### config.mk
export PLATFORM = sky130hd
export DESIGN_NAME = gated_timer
export DESIGN_NICKNAME = d
export VERILOG_FILES = /design/src/rtl/gated_timer.sv
export SDC_FILE = /design/constraint.sdc
export NUM_CORES = 1
export LEC_CHECK = 0
export BUFFER_PORTS_ARGS = -buffer_cell sky130_fd_sc_hd__buf_2
export CORE_MARGIN = 2
export CORE_UTILIZATION = 44
export DETAILED_ROUTE_END_ITERATION = 8
export HOLD_SLACK_MARGIN = 0.06
export PLACE_DENSITY_LB_ADDON = 0.15
export SLEW_MARGIN = 15
export SYNTH_ARGS = -nofsm -noshare
export SYNTH_HDL_FRONTEND = slang
export SYNTH_SLANG_ARGS = --single-unit
### constraint.sdc
create_clock -name clk -period 2.3 [get_ports clk]
set_input_delay 0.575 -clock clk [delete_from_list [all_inputs] [get_ports clk]]
set_output_delay 0.575 -clock clk [all_outputs]
set_load 0.05 [all_outputs]
### src/rtl/gated_timer.sv
module gated_timer #(
  parameter int W = 16
) (
  input  logic         clk,
  input  logic         rst_n,
  input  logic         tick_en,
  input  logic         pin_in,
  input  logic         ctrl_we,
  input  logic [8:0]   ctrl_wdata,
  output logic [8:0]   ctrl_q,
  input  logic         reload_we,
  input  logic [W-1:0] reload_wdata,
  input  logic         count_we,
  input  logic [W-1:0] count_wdata,
  input  logic [1:0]   ovf_clr,
  input  logic         cap_clr,
  output logic [W-1:0] count_q,
  output logic [W-1:0] capture_q,
  output logic         ovf_hi,
  output logic         ovf_lo,
  output logic         cap_flag
);
  localparam int H = W / 2;

  logic [8:0]   ctrl;
  logic [W-1:0] cnt, rld, cap, nxt;
  logic         s1, s2, s3;
  logic         set_hi, set_lo;

  wire       gate_en  = ctrl[0];
  wire       run      = ctrl[1];
  wire       split    = ctrl[2];
  wire       cnt_mode = ctrl[3];
  wire       pin_oe   = ctrl[4];
  wire       edge_pol = ctrl[5];
  wire       rl_en    = ctrl[6];
  wire [1:0] edge_sel = ctrl[8:7];

  wire rise    = s2 & ~s3;
  wire fall    = ~s2 & s3;
  wire both    = (edge_sel == 2'b11);
  wire special = gate_en & both & rl_en;
  wire gate_ok = gate_en & ~pin_oe & ~cnt_mode & ~(both & rl_en);
  wire cap_evt = (edge_sel[0] & rise) | (edge_sel[1] & fall);
  wire no_rl   = special & (edge_pol ? rise : fall);
  wire edge_rl = rl_en & cap_evt & ~no_rl;
  wire inc_lo  = run & (cnt_mode ? rise : tick_en);
  wire inc_hi  = inc_lo & (~gate_ok | s2);

  always_ff @(posedge clk) begin
    if (!rst_n) begin
      s1 <= 1'b0;
      s2 <= 1'b0;
      s3 <= 1'b0;
    end else begin
      s1 <= pin_in;
      s2 <= s1;
      s3 <= s2;
    end
  end

  always_comb begin
    nxt    = cnt;
    set_hi = 1'b0;
    set_lo = 1'b0;
    if (count_we) begin
      nxt = count_wdata;
    end else if (edge_rl) begin
      nxt = rld;
    end else if (!split) begin
      if (inc_hi) begin
        if (&cnt) begin
          nxt    = rld;
          set_hi = 1'b1;
        end else begin
          nxt = cnt + 1'b1;
        end
      end
    end else begin
      if (inc_lo) begin
        if (&cnt[H-1:0]) begin
          nxt[H-1:0] = rld[H-1:0];
          set_lo     = 1'b1;
        end else begin
          nxt[H-1:0] = cnt[H-1:0] + 1'b1;
        end
      end
      if (inc_hi) begin
        if (&cnt[W-1:H]) begin
          nxt[W-1:H] = rld[W-1:H];
          set_hi     = 1'b1;
        end else begin
          nxt[W-1:H] = cnt[W-1:H] + 1'b1;
        end
      end
    end
  end

  always_ff @(posedge clk) begin
    if (!rst_n) begin
      ctrl     <= '0;
      rld      <= '0;
      cnt      <= '0;
      cap      <= '0;
      ovf_hi   <= 1'b0;
      ovf_lo   <= 1'b0;
      cap_flag <= 1'b0;
    end else begin
      if (ctrl_we)   ctrl <= ctrl_wdata;
      if (reload_we) rld  <= reload_wdata;
      cnt      <= nxt;
      if (cap_evt) cap <= cnt;
      ovf_hi   <= set_hi | (ovf_hi & ~ovf_clr[1]);
      ovf_lo   <= set_lo | (ovf_lo & ~ovf_clr[0]);
      cap_flag <= cap_evt | (cap_flag & ~cap_clr);
    end
  end

  assign ctrl_q    = ctrl;
  assign count_q   = cnt;
  assign capture_q = cap;

  assert_gated_hold_R4: assert property (@(posedge clk) disable iff (!rst_n)
    (gate_ok && !s2 && !split && !count_we && !edge_rl) |=> $stable(count_q));

  assert_low_byte_free_R5: assert property (@(posedge clk) disable iff (!rst_n)
    (run && tick_en && split && !cnt_mode && !count_we && !edge_rl)
      |=> (count_q[H-1:0] != $past(count_q[H-1:0])));

  assert_capture_copy_R8: assert property (@(posedge clk) disable iff (!rst_n)
    cap_evt |=> (capture_q == $past(count_q)) && cap_flag);

  assert_ovf_sticky_R11: assert property (@(posedge clk) disable iff (!rst_n)
    (ovf_hi && !ovf_clr[1]) |=> ovf_hi);

  assert_direct_load_R12: assert property (@(posedge clk) disable iff (!rst_n)
    count_we |=> (count_q == $past(count_wdata)));
endmodule

# After elaboration in Yosys (flattened, before gate mapping)
# Index checks and enable logic that the tools add are counted.
dict set report op_classes {
  n_addsub 3
  n_reduce_logical 6
  bitwise_logic 33
  muxes 23
  n_eq_ne 2
}
# cell count
set op_table {}
lappend op_table {{2-to-1 mux 16 bit} 5}
lappend op_table {{2-to-1 mux 8 bit} 4}
lappend op_table {{bitwise AND 1 bit} 18}
lappend op_table {{adder 16 x 1 -> 16 bit, second input constant} 1}
lappend op_table {{adder 8 x 1 -> 8 bit, second input constant} 2}
lappend op_table {{AND reduction 16 bit} 1}
lappend op_table {{AND reduction 8 bit} 2}
lappend op_table {{2-to-1 mux 1 bit} 14}
lappend op_table {{NOT 1 bit} 10}
lappend op_table {{bitwise OR 1 bit} 5}
lappend op_table {{inequality test 4 x 2 -> 1 bit, second input constant} 1}
lappend op_table {{nonzero test 4 bit} 1}
lappend op_table {{nonzero test 3 bit} 1}
lappend op_table {{equality test 2 bit, second input constant} 1}
lappend op_table {{AND reduction 2 bit} 1}
dict set report totals {
  wordCells 78
  ff_bits 63
  inputBits 51
  out_inout_bits 44
}

# Longest topological paths before layout
# Gate-level depths: netlist of the first run.
dict set report logic_depth {
  word_depth 12
  ltp_mapped 9
}

# Least setup slack after synthesis of the first run
# OpenSTA, ideal clock, no wires.
dict set report synth_path {
  path_type {reg-to-reg}
  from {register cnt[8] (netlist: count_q[8])}
  to {register cnt[9] (netlist: count_q[9])}
  setup_slack_ns 0.033
  required_ns 2.169
  n_path_buf 1
  arrival_ns 2.136
  stages_incl_launch_ff 9
  cell_sequence {dfxtp_1 ha_1 and3_1 clkbuf_1 nand4_1 nor2_1 o21bai_1 a222oi_1 nor3_2}
}
dict set report synth_via {
  elab_chain_len 6
  word_cells_on_any_way 11
  cone_classes {add/sub (2); mux (7); reduce/logical (2)}
}
# item line
set synth_lines {}
lappend synth_lines {{start: declaration} 26} ;# logic [W-1:0] cnt, rld, cap, nxt;
lappend synth_lines {{start signal: assignment} 111} ;# cnt <= nxt;
lappend synth_lines {{adder 16 x 1 -> 16 bit, or another cell as far along} 76} ;# nxt = cnt + 1'b1;
lappend synth_lines {{2-to-1 mux 16 bit or 2-to-1 mux 8 bit (tied branches)} {72, 89}}
lappend synth_lines {{2-to-1 mux 16 bit or 2-to-1 mux 8 bit (tied branches)} {71, 88}}
lappend synth_lines {{2-to-1 mux 16 bit *} 70} ;# end else if (!split) begin
lappend synth_lines {{2-to-1 mux 16 bit *} 68} ;# end else if (edge_rl) begin
lappend synth_lines {{2-to-1 mux 16 bit *} 66} ;# if (count_we) begin
# Mark *: on every way between the ends. The rest lies on a longest branch, timed or not. The select of a mux whose other input is x is not followed.
# A chain may end at the register's enable or synchronous reset.

# Worst setup path in the final report of the first run
dict set report layout_path {
  from {register cnt[9] (netlist: count_q[9])}
  to {register cnt[9] (netlist: count_q[9])}
}
# Same word-level chain as after synthesis.

==> summary.md, run 1 <==
| Metric | Value |
|---|---|
| Status | `finished, final reports clean` |
| Gr usage total | `23.2%` |
| Final hold violations | `0` |
| Largest net degree at the start of global routing | `28` |
| Clock skew | `5.21 ps` |
| FF-to-FF path depth | `7` |
| CTS tree | `done` |
| Total stage count of the critical path | `7` |
| Final min period | `2200 ps` |
| Final-layout fill cell count | `734` |
| Antenna violations before repair | `0` |
| Crit path from | `count_q[9]` |
| WP buf/inv | `0` |
| Setup slack, reg-to-reg | `100 ps` |
| Cts hold-fix bufs | `0` |
| Synth Area in Adders | `1.14%` |
| Critical Path AT | `2420 ps` |
| Post-synth EDFFs | `0` |
| Slew headroom | `54.4%` |
| Rows | `31` |
| Worst r2r src | `count_q[9]` |
| Critical Path End | `count_q[9]` |
| Synth area leader | `dfxtp_1` |
| H-Tree Depth | `3` |
| Final Core Density | `56.2%` |
| Clk sinks | `63` |
| Sequential fraction of the synthesis area | `38.4%` |
| Starting Density | `45.2%` |
| I/O Buffers | `94` |
| Ports | `95` |
| Vias per std cell | `5.59` |
| Synth area leaders | `dfxtp_1, mux2i_1, nor2_1` |
| Number of global-route vias before repair | `3,065` |
| Final period util | `95.5%` |
| Slowest-stage cell, CP | `dfxtp_1` |
| Pre-antenna DRT Iters | `6` |
| Max-cap violations | `0` |
| Post-synthesis cell type count | `60` |
| Commonest cells post-synth | `nor2_1, dfxtp_1, mux2i_1, nand2_1, o21ai_0` |
| Async SR Flop Fraction | `0%` |
| Detailed Place HPWL | `6.88 mm` |
| CTS resizes | `0` |
| Worst path required time | `2530 ps` |
| Root Driver | `clkbuf_8` |
| Max-slew violations | `0` |
| Peak supply drop | `371 µV` |
| Most common cell in the netlist | `nor2_1` |
| Postcts setup bufs | `0` |
| Total grt overflow | `0` |
| Syn Std Cell Area | `3280 µm²` |
| Die ar. | `8170 µm²` |
| Residual DRC | `0` |
| N_diodes | `0` |
| Power per cell area | `688 nW/µm²` |
| Mux contribution to synthesized area | `13.4%` |
| Iteration-0 DRC Markers | `267` |
| Setup CP Type | `flop to flop` |
| Fin worst setup slack | `104 ps` |
| Chip height | `90.4 µm` |
| RSZ-0062 raised after global routing | `false` |
| Post-route ant nets | `0` |
| Warnings from Yosys | `0` |
| Core ar. | `7250 µm²` |
| Clock latency on the worst-skew pair | `340 ps` |
| FF+latch count, synth | `63` |
| Least-Margin Pin Slew | `683 ps` |
| GP Congestion | `0.972` |
| Post-Synth XOR/XNOR Area | `2.94%` |
| Mapped Avg Cell Area | `8.50 µm²` |
| CTS Buf Count | `9` |
| Terminus of the critical flop-to-flop path | `count_q[9]` |
| Placement Setup Slack | `156 ps` |
| Worst path max stage delay | `490 ps` |
| Die X | `90.4 µm` |
| Leak | `1.78 nW` |
| Top FF cell, synth | `dfxtp_1` |
| Yosys top cell area share | `38.4%` |
| Fmax | `455 MHz` |
| Wire length per cell | `16.3 µm` |
| Final TNS setup | `0 ps` |
| Worst hold path class | `flop to flop` |
| First-pass GRT wire length | `15.3 mm` |
| Share of layout cells above drive strength 1 | `27.5%` |
| Syn Nets | `440` |
| Fin nets | `530` |
| Compound-gate portion of the synthesized area | `17.8%` |
| Max Root-Sink Buffers | `2` |
| Crit end category | `flop` |
| DR vias | `3,235` |
| Total Routed Length | `9.44 mm` |
| Crit-path cells | `ha_1 > and3_1 > nand4_1 > nor2_1 > o21bai_1 > a222oi_1 > nor3_2` |
| Critical Path Source Type | `flop` |
| Delay-heaviest family, CP | `simple AND/OR/NAND/NOR gates` |
| Setup Viol. Count Final | `0` |
| Clk slew on worst S/H paths | `70 ps` |
| CP Max Fanout | `8` |
| Cell count after synthesis | `386` |
| Area growth syn-to-layout | `24.2%` |
| Simple-gate share of the synthesized area | `21.7%` |
| Largest family of logic cells by synthesized area | `simple AND/OR/NAND/NOR gates` |
==> placed cells by master (no fill, tap or decap), drive strengths merged, types with 2 or more instances in the layout <==
cell type and n:
nand4 5, bufinv 3, and2 5, and4 2, o21a 2, a22oi 4
o31ai 4, o2111ai 3, dfxtp 63, nand3b 2, mux2i 44, inv 5
ha 3, nand2 26, o22ai 3, a21oi 15, xnor2 6, buf 107
and4b 3, nor3 11, o211ai 4, clkinv 2, a211oi 5, xor2 5
a31oi 14, clkbuf 11, nor4 2, o21ai 20, nand3 11, nor2 65
nand2b 4, and3 4
==> layout make-up <==
| class | count | area [µm²] | share of cell area [%] |
|---|---|---|---|
| Sequential cell | 63 | 1260 | 30.9 |
| Multi-Input combinational cell | 289 | 1870 | 46.0 |
| Timing Repair Buffer | 107 | 568 | 13.9 |
| Clock buffer | 11 | 131 | 3.22 |
| Tap cell | 99 | 124 | 3.04 |
| Inverter | 6 | 22.5 | 0.552 |
| Clock inverter | 4 | 95.1 | 2.33 |
==> flip-flops by register name, indices dropped and copies added (netlist names) <==
register / flops
count_q: 16
rld: 16
capture_q: 16
cap_flag: 1
ovf_hi: 1
ovf_lo: 1
s2: 1
s1: 1
ctrl_q: 9
s3: 1
==> metal layers <==
layer  track usage, %  part of all wire, %  vias up
li1                 -                    -     1568
met1             30.3                   45     1479
met2             36.9                   46      156
met3             4.76                  6.6       32
met4             10.6                  2.9        0
met5                0                    0        -
==> stage by stage <==
stage	hold WS [ps]	power (W)	area (µm²)	cells
after floorplan	412	0.00154	3280	386
after global placement	415	0.00168	3850	564
after detailed placement	422	0.00169	3850	564
after CTS	433	0.00282	4080	579
after global routing	454	0.00292	4080	579
final	436	0.00281	4080	579
==> worst min-delay path by stage <==
stage / from / endpoint / slack [ps] / cells after the start
after CTS: pin_in / s1 / 430 / 2
after floorplan: s1 / s2 / 410 / 1
after detailed placement: s1 / s2 / 420 / 1
after global placement: s1 / s2 / 420 / 1
after global routing: pin_in / s1 / 450 / 2
final: s1 / s2 / 440 / 1
==> power by group <==
group	leakage [nW]	switching (W)	internal (W)	total, W
logic	1.15	0.000293	0.000163	0.000455
clock network	0.113	0.000424	0.000713	0.00114
registers	0.516	0.0000694	0.00114	0.00121
total	1.78	0.000786	0.00202	0.00281
==> cells by family after synthesis <==
logic type / after synthesis
mux: 44
buf+inv: 34
xor+xnor: 11
simple gates: 146
flops: 63
compound gates: 85
fa+ha+maj: 3
No activity file was read; power rests on OpenSTA's default activity.
==> run 2: changes to the inputs <==
Settings changed: CORE_MARGIN 2 to unset.
Clock period 2.3 ns to 2 ns, I/O delays scaled along.
==> run 2 against run 1 <==
Clock skew increased by 0.85 ps. First-iteration DRC count shrank 15%. Sequential cell count did not move. Combinational power increased by 22%. Core utilization grew 2.8 points. Power is 17% higher. Global-route usage increased by 2.6 points.
==> summary.md, run 2 (synthesis gave the netlist of run 1 again) <==
| Metric | Value |
|---|---|
| Status | `finished, final reports clean` |
| Max Root-Sink Buffers | `2` |
| Share of layout cells above drive strength 1 | `34.1%` |
| Starting Density | `45.5%` |
| Clk slew on worst S/H paths | `60 ps` |
| Worst path required time | `1500 ps` |
| Gr usage total | `25.8%` |
| Power per cell area | `774 nW/µm²` |
| DR vias | `3,334` |
| RSZ-0062 raised after global routing | `false` |
| Peak supply drop | `424 µV` |
| Max-cap violations | `0` |
| N_diodes | `0` |
| Worst path max stage delay | `680 ps` |
| CTS Buf Count | `9` |
| Placed cell areas | `3970 µm²` |
| Placed insts | `578` |
| Critical Path Source Type | `flop` |
| GP Congestion | `0.933` |
| Post-route ant nets | `0` |
| Switch share | `27.5%` |
| Met1 Resource Use GR | `32.3%` |
| Vias per std cell | `5.61` |
| Max-slew violations | `0` |
| Rows | `31` |
| Final min period | `1890 ps` |
| H-Tree Depth | `3` |
| CTS tree | `done` |
| Total grt overflow | `0` |
| Final Instance Area | `4260 µm²` |
| Fin worst setup slack | `114 ps` |
| Clock skew | `6.06 ps` |
| Grt met2 use | `42.4%` |
| Fin nets | `544` |
| Slew headroom | `62.0%` |
| Leak | `1.86 nW` |
| Final period util | `94.3%` |
| GR met3 Demand/Resource | `5.04%` |
| First-pass GRT wire length | `15.1 mm` |
| Setup Viol. Count Final | `0` |
| I/O Buffers | `94` |
| Die X | `88.4 µm` |
| Psw | `0.000904 W` |
| Least-Margin Pin Slew | `569 ps` |
| Placement Setup Slack | `59.1 ps` |
| Worst hold path class | `primary input to flop` |
| Clock latency on the worst-skew pair | `340 ps` |
| Detailed Place HPWL | `7.04 mm` |
| CP Max Fanout | `15` |
| Iteration-0 DRC Markers | `226` |
| Cts hold-fix bufs | `0` |
| Number of global-route vias before repair | `3,074` |
| Fin cells | `594` |
| Clock power frac | `40.9%` |
| Commonest non-fill, non-tap cell in the layout | `buf_2` |
| Final Core Density | `59.0%` |
| Fin Hold WS | `369 ps` |
| Die ar. | `7810 µm²` |
| Chip height | `88.4 µm` |
| Ports | `95` |
| Crit-path cells | `buf_2` |
| Final hold violations | `0` |
| WP buf/inv | `1` |
| Clk sinks | `63` |
| Total Routed Length | `9.57 mm` |
| Setup CP Type | `flop to output port` |
| Cell-internal power | `0.00239 W` |
| Residual DRC | `0` |
| Fmax | `530 MHz` |
| Critical Path AT | `1390 ps` |
| Largest net degree at the start of global routing | `26` |
| Crit end category | `output port` |
| Slowest-stage cell, CP | `dfxtp_1` |
| Flop pwr share | `42.2%` |
| Core ar. | `7210 µm²` |
| Logic pwr share | `16.9%` |
| Gr busiest metal | `met2` |
| Delay-heaviest family, CP | `flip-flops` |
| Highest-count cells in the layout ignoring fill and taps | `buf_2, nor2_1, dfxtp_1, mux2i_1, buf_4` |
| Wire length per cell | `16.1 µm` |
| Root Driver | `clkbuf_8` |
| Antenna violations before repair | `0` |
| Pre-antenna DRT Iters | `5` |
| Area growth syn-to-layout | `29.7%` |
run 2: power by group through the flow:
stage,combinational (W),clock (W),sequential (W)
floorplan,0.000245,0,0.00153
global placement,0.000545,0,0.00142
detailed placement,0.000547,0,0.00142
CTS,0.000550,0.00137,0.00139
global route,0.000598,0.00143,0.00140
finish,0.000555,0.00135,0.00139
run 2: worst paths after layout:
path / from / to / slack, ps / depth (start not counted)
worst max-delay path: ctrl_q[2] / ctrl_q[2] / 110 / 1
worst min-delay path: pin_in / s1 / 370 / 2
worst max register to register: count_q[4] / count_q[15] / 130 / 6
worst min register to register: s1 / s2 / 450 / 1
run 2: area by class of cell:
cell class	instances	area (µm²)
fill	698	2960
multi-input combinational	289	1920
clock buffer	13	149
timing repair buffer	121	673
tap	99	124
clock inverter	3	90.1
inverter	6	22.5
sequential	63	1270
run 2: repair_timing:
item	in CTS	in global routing
setup buffers	0	0
setup endpoints to repair	0	14
resized for setup	0	16
run 2: worst register-to-register path, delay by kind of cell (launching register included):
| family | cells | cell delay (ps) |
|---|---|---|
| AO/OA/AOI/OAI | 3 | 420 |
| AND/OR/NAND/NOR | 2 | 690 |
| XOR/XNOR | 1 | 180 |
| flip-flops | 1 | 470 |
run 2: metal layers:
layer	up-vias	part of all wire, %
met5	-	0
met4	0	2.9
met3	31	6.6
met2	153	47
met1	1548	43
li1	1602	-
run 2: stage by stage:
step           setup TNS [ps]  power [W]
4_1_cts                     0    0.00331
6_report                    0    0.00329
3_5_place_dp                0    0.00196
2_1_floorplan           -20.8    0.00177
5_1_grt                     0    0.00342
3_3_place_gp                0    0.00196
==> run 3: changes to the inputs <==
Settings changed: ABC_AREA set to 1, CAP_MARGIN set to 20, GPL_TIMING_DRIVEN set to 0.
==> run 3 against run 2 <==
Count of clock-buffer cells in the layout stayed put. Largest power group unchanged. Critical path type is now flop to flop. Core utilization is 2.1 points lower. Sequential cell count did not move. Area after synthesis is 1.9% higher.
==> summary.md, run 3 <==
| Metric | Value |
|---|---|
| Die ar. | `7950 µm²` |
| Fin nets | `656` |
| Placed cell areas | `3940 µm²` |
| Mapped Avg Cell Area | `6.74 µm²` |
| Detailed Place HPWL | `7.62 mm` |
| GP Congestion | `0.953` |
| Warnings from Yosys | `0` |
| Max Root-Sink Buffers | `2` |
| Root Driver | `clkbuf_8` |
| Starting Density | `45.9%` |
| Worst hold path class | `primary input to flop` |
| Max-cap violations | `0` |
| Flop pwr share | `45.7%` |
| Cts hold-fix bufs | `0` |
| Clk slew on worst S/H paths | `70 ps` |
| Total Routed Length | `10.1 mm` |
| Clock latency on the worst-skew pair | `350 ps` |
| Pre-antenna DRT Iters | `5` |
| I/O Buffers | `93` |
| Least-Margin Pin Slew | `637 ps` |
| Area growth syn-to-layout | `24.1%` |
| Logic pwr share | `20.9%` |
| Iteration-0 DRC Markers | `259` |
| FF+latch count, synth | `63` |
| Switch share | `34.0%` |
| Wire length per cell | `14.2 µm` |
| H-Tree Depth | `3` |
| Cell count after synthesis | `496` |
| Fmax | `524 MHz` |
| Gr usage total | `26.2%` |
| Ports | `95` |
| Leak | `2.03 nW` |
| Final min period | `1910 ps` |
| Commonest non-fill, non-tap cell in the layout | `nand2_1` |
| Crit end category | `flop` |
| Share of layout cells above drive strength 1 | `24.5%` |
| First-pass GRT wire length | `15.4 mm` |
| Commonest cells post-synth | `nand2_1, dfxtp_1, o21ai_0, nor2_1, inv_1` |
| Highest-count cells in the layout ignoring fill and taps | `nand2_1, buf_2, o21ai_0, dfxtp_1` |
| Syn Nets | `550` |
| Async SR Flop Fraction | `0%` |
| Sequential fraction of the synthesis area | `37.7%` |
| Largest net degree at the start of global routing | `11` |
| Critical Path Source Type | `flop` |
| Setup Viol. Count Final | `0` |
| Die X | `89.2 µm` |
| Clock power frac | `33.4%` |
| Chip height | `89.2 µm` |
| Rows | `31` |
| Post-synthesis cell type count | `30` |
| Final-layout fill cell count | `747` |
| Post-synth EDFFs | `0` |
| Antenna violations before repair | `0` |
| Final period util | `95.5%` |
| Yosys top cell area share | `37.7%` |
| Slew headroom | `57.5%` |
| Critical Path AT | `2150 ps` |
| Vias per std cell | `5.04` |
| Clock skew | `9.47 ps` |
| Max-slew violations | `0` |
| Top FF cell, synth | `dfxtp_1` |
| Fin cells | `706` |
| Syn Std Cell Area | `3340 µm²` |
| Placed insts | `688` |
| Final hold violations | `0` |
| N_diodes | `0` |
| DR vias | `3,555` |
| CTS tree | `done` |
| Post-route ant nets | `0` |
| Worst path required time | `2240 ps` |
| Psw | `0.00105 W` |
| CTS Buf Count | `9` |
| Final Instance Area | `4150 µm²` |
| Most common cell in the netlist | `nand2_1` |
| Setup CP Type | `flop to flop` |
| RSZ-0062 raised after global routing | `true` |
| Cell-internal power | `0.00204 W` |
| Synth area leaders | `dfxtp_1, nand2_1, o21ai_0` |
| Total grt overflow | `0` |
| Residual DRC | `0` |
| Number of global-route vias before repair | `3,019` |
| Core ar. | `7290 µm²` |
| CP Max Fanout | `6` |
| Status | `finished, final reports clean` |
| Peak supply drop | `383 µV` |
| Power per cell area | `744 nW/µm²` |
| Synth area leader | `dfxtp_1` |
| Clk sinks | `63` |
[run 3: path summary, 6_finish.rpt]
| kind | startpoint | to | slack, ps | depth (start not counted) |
|---|---|---|---|---|
| max | count_q[1] | count_q[13] | 90 | 10 |
| min | pin_in | s1 | 340 | 3 |
| min reg2reg | s1 | s2 | 420 | 2 |
| max reg2reg | count_q[1] | count_q[13] | 90 | 10 |
[run 3: metrics by stage]
| stage | total power [W] | setup slack [ps] | setup TNS (ps) | util [%] | hold WS, ps |
|---|---|---|---|---|---|
| after floorplan | 0.00187 | 89.6 | 0 | - | 390 |
| after global placement | 0.00207 | 16.5 | 0 | 54.0 | 402 |
| after detailed placement | 0.00208 | 32.1 | 0 | 54.0 | 410 |
| after CTS | 0.00310 | 29.1 | 0 | 56.4 | 331 |
| after global routing | 0.00324 | -39.2 | -74.1 | 56.9 | 360 |
| final | 0.00309 | 90.5 | 0 | 56.9 | 337 |
[run 3: logic make-up after synthesis]
| kind of cell | Yosys count | share of synthesized area, % |
|---|---|---|
| and+or+nand+nor | 218 | 29.6 |
| AOI/OAI and AO/OA | 126 | 20.0 |
| buffers and inverters | 77 | 9.24 |
| DFF | 63 | 37.7 |
| xor gates and xnor gates | 9 | 2.36 |
| adders and majority gates | 3 | 1.12 |
[run 3: what timing repair did]
action | in CTS | in global routing
setup endpoints to repair | 0 | 14
gates resized for setup | 0 | 5
setup buffers | 0 | 2
[run 3: final cells by class]
class                      instances  area [µm²]  area share, %
timing repair buffer              95         480           11.6
buffer                            19        91.3           2.20
clock inverter                     3        17.5          0.422
tap                               99         124           2.98
sequential                        63        1270           30.6
multi-input combinational        356        1790           43.2
clock buffer                      13         159           3.83
inverter                          58         218           5.25
[run 3: power groups by stage]
stage          Combinational (W)  Clock (W)  Sequential [W]
2_1_floorplan           0.000277          0         0.00160
3_3_place_gp            0.000634          0         0.00144
3_5_place_dp            0.000640          0         0.00144
4_1_cts                 0.000643    0.00105         0.00141
5_1_grt                 0.000708    0.00111         0.00142
6_report                0.000646    0.00103         0.00141
[run 3: worst max-delay path, cell delays in order, from the launching register on]
cell     delay [ps]
dfxtp_2         380
ha_1            210
nand2_2          90
nor2_4          180
nand2_4         120
inv_2           100
nor2_1           80
o21ai_2         310
a21oi_1         170
nand2_1         100
a21oi_1          60
[run 3: per-layer routing]
layer	global-route usage [%]	up-vias	part of all wire, %
met5	0	-	0
li1	-	1828	-
met3	5.08	11	5.3
met2	40.7	120	44
met4	7.79	0	1.4
met1	36.9	1596	50
